File: src/rtl/split_acc_pkg.sv
package split_acc_pkg;
  localparam int BYTE_W = 8;
  localparam int WORD_W = 2 * BYTE_W;

  typedef enum logic [1:0] {
    OP_HOLD  = 2'd0,
    OP_WRITE = 2'd1,
    OP_SWAP  = 2'd2
  } acc_op_e;

  function automatic logic [WORD_W-1:0] swap_bytes(input logic [WORD_W-1:0] v);
    return {v[BYTE_W-1:0], v[WORD_W-1:BYTE_W]};
  endfunction

  function automatic logic [WORD_W-1:0] merge_write(input logic [WORD_W-1:0] cur,
                                                    input logic [WORD_W-1:0] din,
                                                    input logic narrow);
    return narrow ? {cur[WORD_W-1:BYTE_W], din[BYTE_W-1:0]} : din;
  endfunction

  function automatic logic [WORD_W-1:0] zext_low(input logic [WORD_W-1:0] v,
                                                 input logic narrow);
    return narrow ? {{BYTE_W{1'b0}}, v[BYTE_W-1:0]} : v;
  endfunction
endpackage

File: src/rtl/acc_width_ctl.sv
module acc_width_ctl
  import split_acc_pkg::*;
(
  input  logic    clk,
  input  logic    rst,
  input  logic    narrow_mode,
  input  logic    byte_sel,
  input  logic    wr_en,
  input  logic    swap_en,
  output logic    is_narrow,
  output acc_op_e op
);
  assign is_narrow = narrow_mode | byte_sel;

  always_comb begin
    if (swap_en)    op = OP_SWAP;
    else if (wr_en) op = OP_WRITE;
    else            op = OP_HOLD;
  end


  narrow_force_chk: assert property (@(posedge clk) disable iff (rst)
    narrow_mode |-> is_narrow);

  swap_priority_chk: assert property (@(posedge clk) disable iff (rst)
    (swap_en && wr_en) |-> (op == OP_SWAP));
endmodule

File: src/rtl/acc_storage.sv
module acc_storage
  import split_acc_pkg::*;
#(
  parameter int BW = BYTE_W
)(
  input  logic          clk,
  input  logic          rst,
  input  logic          lo_we,
  input  logic          hi_we,
  input  logic [BW-1:0] lo_d,
  input  logic [BW-1:0] hi_d,
  output logic [BW-1:0] lo_q,
  output logic [BW-1:0] hi_q
);
  always_ff @(posedge clk) begin
    if (rst) begin
      lo_q <= '0;
      hi_q <= '0;
    end else begin
      if (lo_we) lo_q <= lo_d;
      if (hi_we) hi_q <= hi_d;
    end
  end


  lo_hold_chk: assert property (@(posedge clk) disable iff (rst)
    !lo_we |=> $stable(lo_q));

  hi_hold_chk: assert property (@(posedge clk) disable iff (rst)
    !hi_we |=> $stable(hi_q));
endmodule

File: src/rtl/split_acc.sv
module split_acc
  import split_acc_pkg::*;
(
  input  logic              clk,
  input  logic              rst,
  input  logic              narrow_mode,
  input  logic              byte_sel,
  input  logic              wr_en,
  input  logic [WORD_W-1:0] wr_data,
  input  logic              swap_en,
  output logic [WORD_W-1:0] acc_full,
  output logic [WORD_W-1:0] operand
);
  logic              is_narrow;
  acc_op_e           op;
  logic [WORD_W-1:0] next_val;
  logic              lo_we, hi_we;
  logic [BYTE_W-1:0] lo_q, hi_q;

  acc_width_ctl u_ctl (
    .clk(clk), .rst(rst), .narrow_mode(narrow_mode), .byte_sel(byte_sel),
    .wr_en(wr_en), .swap_en(swap_en), .is_narrow(is_narrow), .op(op)
  );

  always_comb begin
    unique case (op)
      OP_SWAP:  next_val = swap_bytes(acc_full);
      OP_WRITE: next_val = merge_write(acc_full, wr_data, is_narrow);
      default:  next_val = acc_full;
    endcase
  end

  assign lo_we = (op != OP_HOLD);
  assign hi_we = (op == OP_SWAP) || (op == OP_WRITE && !is_narrow);

  acc_storage #(.BW(BYTE_W)) u_store (
    .clk(clk), .rst(rst), .lo_we(lo_we), .hi_we(hi_we),
    .lo_d(next_val[BYTE_W-1:0]), .hi_d(next_val[WORD_W-1:BYTE_W]),
    .lo_q(lo_q), .hi_q(hi_q)
  );

  assign acc_full = {hi_q, lo_q};
  assign operand  = zext_low(acc_full, is_narrow);


  reset_clear_chk: assert property (@(posedge clk) rst |=> (acc_full == '0));

  swap_exch_chk: assert property (@(posedge clk) disable iff (rst)
    swap_en |=> (acc_full == {$past(acc_full[BYTE_W-1:0]), $past(acc_full[WORD_W-1:BYTE_W])}));

  wide_write_chk: assert property (@(posedge clk) disable iff (rst)
    (wr_en && !swap_en && !narrow_mode && !byte_sel) |=> (acc_full == $past(wr_data)));

  narrow_write_chk: assert property (@(posedge clk) disable iff (rst)
    (wr_en && !swap_en && (narrow_mode || byte_sel)) |=>
      (acc_full == {$past(acc_full[WORD_W-1:BYTE_W]), $past(wr_data[BYTE_W-1:0])}));

  always_comb begin
    if (!rst) begin
      operand_width_chk: assert ((narrow_mode || byte_sel) ?
        (operand[WORD_W-1:BYTE_W] == '0 && operand[BYTE_W-1:0] == acc_full[BYTE_W-1:0]) :
        (operand == acc_full));
    end
  end
endmodule

File: config.mk
export PLATFORM = sky130hd
export DESIGN_NAME = split_acc
export DESIGN_NICKNAME = d
export VERILOG_FILES = /design/src/rtl/split_acc_pkg.sv /design/src/rtl/acc_width_ctl.sv /design/src/rtl/acc_storage.sv /design/src/rtl/split_acc.sv
export SDC_FILE = /design/constraint.sdc
export NUM_CORES = 1
export LEC_CHECK = 0
export BUFFER_PORTS_ARGS = -buffer_cell sky130_fd_sc_hd__buf_4
export CAP_MARGIN = 10
export CORE_MARGIN = 2
export CORE_UTILIZATION = 40
export CTS_CLUSTER_DIAMETER = 200
export CTS_CLUSTER_SIZE = 10
export DETAILED_ROUTE_END_ITERATION = 10
export GPL_ROUTABILITY_DRIVEN = 0
export PLACE_DENSITY_LB_ADDON = 0.12
export SLEW_MARGIN = 20
export SYNTH_ARGS = -nofsm -noshare
export SYNTH_HDL_FRONTEND = slang
export SYNTH_HIERARCHICAL = 1
export SYNTH_SLANG_ARGS = --single-unit
File: constraint.sdc
create_clock -name clk -period 2.9 [get_ports clk]
set_input_delay 0.145 -clock clk [delete_from_list [all_inputs] [get_ports clk]]
set_output_delay 0.145 -clock clk [all_outputs]
set_load 0.005 [all_outputs]
==> results_dict.tcl <==
set metrics [dict create \
    core_region_area_mm2 0.00276 \
    ant_nets 0 \
    ys_types 25 \
    grtUsageTotal 0.182 \
    powerDensity_mw_per_mm2 350 \
    maxSlewViolCount 0 \
    die_h_um 57.7 \
    cts.reportedPaths.clkPinSlew_ns 0.10 \
    drc 0 \
    grt_pass1_vias 1015 \
    tightest_slew_ns 0.502 \
    synth_area_per_cell_um2 7.80 \
    hpwl_mm 2.10 \
    finalNetCount 212 \
    fp-row-count 19 \
    rsz0062_at_grt "no" \
    clock.fmax_ghz 0.568 \
    regToRegStartpoint "u_store/hi_q[2]" \
    comb_power_share 0.289 \
    irDropWorstVdd_uv 267 \
    worstSetupPathType "in2reg" \
    grt_pass1_wl_mm 4.62 \
    synth_area_leaders "dfxtp_1, mux2i_1, nor2_1" \
    initial_utilization 0.419 \
    syn_nets 173 \
    fin_worst_skew_ns 0.00296 \
    critPathSlowestCell "ha_1" \
    cts_buffer_depth 2 \
    rr_worst_depth 5 \
    max-cap-violations 0 \
    viasPerCell 5.20 \
    min_from "rst" \
    dieWidth_um 57.7 \
    diodes 0 \
    slowest_delay_ns 0.49 \
    period_share 0.607 \
    via_count 1124 \
    die_area_mm2 0.00333 \
    synthesis.area_mm2 0.00115 \
    syn_inst 148 \
    cp-start-kind "input port" \
    finalWirelength_mm 2.96 \
    ys_seq_area_frac 0.277 \
    synth_top_area_cell "dfxtp_1" \
    setup_viol 0 \
    htreeDepth 1 \
    critPathRequiredTime_ns 3.09 \
    root_buffer "clkbuf_4" \
    wl_per_cell_um 13.7 \
    p_switching_w 0.000158 \
    hold_path.class "in2reg" \
    pwr-share-clk 0.237 \
    critical_path.endpoint_type "register" \
    p_leak_nw 0.706 \
    p_int_w 0.000357 \
    critPathArrivalTime_ns 1.95 \
    seqPwrFrac 0.475 \
    final_layout_size_suffix_gt1_frac 0.330 \
    outcome "finished, final reports clean" \
    ys_ff_latch 16 \
    worstPathMaxFanout 16 \
    postCtsSetupBuffers 0 \
    cts_buffers 3 \
    drtIter0Drc 25 \
    holdPathEnd "u_store/lo_q[4]" \
    cpLargestDelayFamily "simple AND/OR/NAND/NOR gates" \
    hold_viol_final 0 \
    critPathBufInv 2 \
    r2r_slack_ns 1.80 \
    post-route-min-period_ns 1.76 \
    cts_resized 0 \
    power.total_w 0.000514 \
    drt_first_pass_iters 4 \
    sw_frac_of_total 0.307 \
    area_delta_synth_final_pct 27.2 \
    path_cells "buf_4 -> nor2b_1 -> inv_1 -> ha_1 -> and2_0 -> a221o_1 -> mux2i_1 -> nor2_1" \
    netlist.area_leader.share 0.277 \
    antenna_found_initial 0 \
    maxSlewHeadroom 0.665 \
    grt_max_degree 17 \
    fillers 270 \
    rr_endpoint "u_store/hi_q[2]" \
    tns_ns 0 \
    clk_latency_ns 0.29 \
    hold_depth 2 \
    io_pins 54 \
    yosysWarnings 6 \
    grt_remaining_overflow 0 \
    cts_tree "done" \
    portBuffers 53 \
    cts_hold_buf 0 \
    clock-sinks 16 \
]
-- worst max-delay path by stage --
stage          startpoint               to  slack (ns)  cells past startpoint
2_1_floorplan       wr_en  u_store/hi_q[0]        1.32                      8
3_3_place_gp      swap_en  u_store/hi_q[2]        0.91                      8
3_5_place_dp      swap_en  u_store/hi_q[2]        0.85                      8
4_1_cts           swap_en  u_store/hi_q[2]        1.16                      8
5_1_grt           swap_en  u_store/hi_q[2]        1.02                      8
6_report          swap_en  u_store/hi_q[1]        1.14                      8
-- cells by family after synthesis --
kind of cell    after synthesis  synth area share
flops                        16             0.277
compound gates               32             0.189
buf+inv                      30             0.171
fa+ha+maj                     3            0.0325
mux                          16             0.139
simple gates                 51             0.192
-- state kept, by name, summed over array words and instances (netlist names) --
name	flops
u_store/lo_q	8
u_store/hi_q	8
-- power by group through the flow --
stage               registers (W)  logic [W]  clock network, W
floorplan                0.000247   0.000103                 0
global placement         0.000249   0.000146                 0
detailed placement       0.000249   0.000148                 0
CTS                      0.000244   0.000149          0.000126
global route             0.000246   0.000162          0.000138
finish                   0.000244   0.000148          0.000122
-- worst register-to-register path, delay by kind of cell, from the launching register on --
kind	cells	cell delay (ns)
simple gates	1	0.05
compound gates	2	0.36
buf+inv	1	0.09
mux	1	0.13
flops	1	0.36
-- layer usage --
metal / share of wire / track usage
met5: 0 / 0
met4: 0.018 / 0.0897
met3: 0.046 / 0.0268
met2: 0.50 / 0.330
met1: 0.44 / 0.207
-- per-stage QoR --
| step | util | instances | worst slack [ns] | hold slack (ns) | instance area (um^2) |
|---|---|---|---|---|---|
| after floorplan | - | 148 | 1.32 | 0.395 | 1150 |
| after global placement | 0.525 | 213 | 0.906 | 0.467 | 1450 |
| after detailed placement | 0.525 | 213 | 0.850 | 0.470 | 1450 |
| after CTS | 0.533 | 216 | 1.16 | 0.150 | 1470 |
| after global routing | 0.533 | 216 | 1.02 | 0.145 | 1470 |
| final | 0.533 | 216 | 1.14 | 0.158 | 1470 |
-- layout make-up --
| cell class | instances | area [um^2] | area share |
|---|---|---|---|
| inverter | 8 | 30.0 | 0.0204 |
| tap | 31 | 38.8 | 0.0264 |
| multi-input combinational | 102 | 637 | 0.434 |
| timing repair buffer | 56 | 420 | 0.286 |
| sequential | 16 | 320 | 0.218 |
| clock buffer | 3 | 22.5 | 0.0153 |
-- cell usage after synthesis (all sizes together) --
master / instances
clkbuf: 3
a221o: 5
nand2b: 2
mux2i: 16
ha: 3
o22ai: 4
o21ai: 4
a21oi: 8
dfxtp: 16
nor2b: 5
inv: 8
and3: 1
and2: 2
nor2: 28
buf: 19
nand2: 12
or2: 1
o211ai: 3
a22oi: 8
-- layout by cell type (no fill, tap or decap) --
master    netlist  layout
nor2b_1         5       5
o21ai_1         3       3
mux2i_1        16      16
a221o_1         5       5
and2_0          1       1
nand2_1        12      12
buf_4          11      56
nor2_1         28      28
and2_4          1       1
nand2b_1        2       2
inv_2           1       1
clkbuf_4        0       3
inv_1           7       7
o211ai_1        3       3
or2_1           1       1
a21oi_1         8       8
o22ai_1         4       4
a22oi_1         8       8
ha_1            3       3
dfxtp_1        16      16
and3_1          1       1
o21ai_0         1       1
No activity file was read; power rests on OpenSTA's default activity.
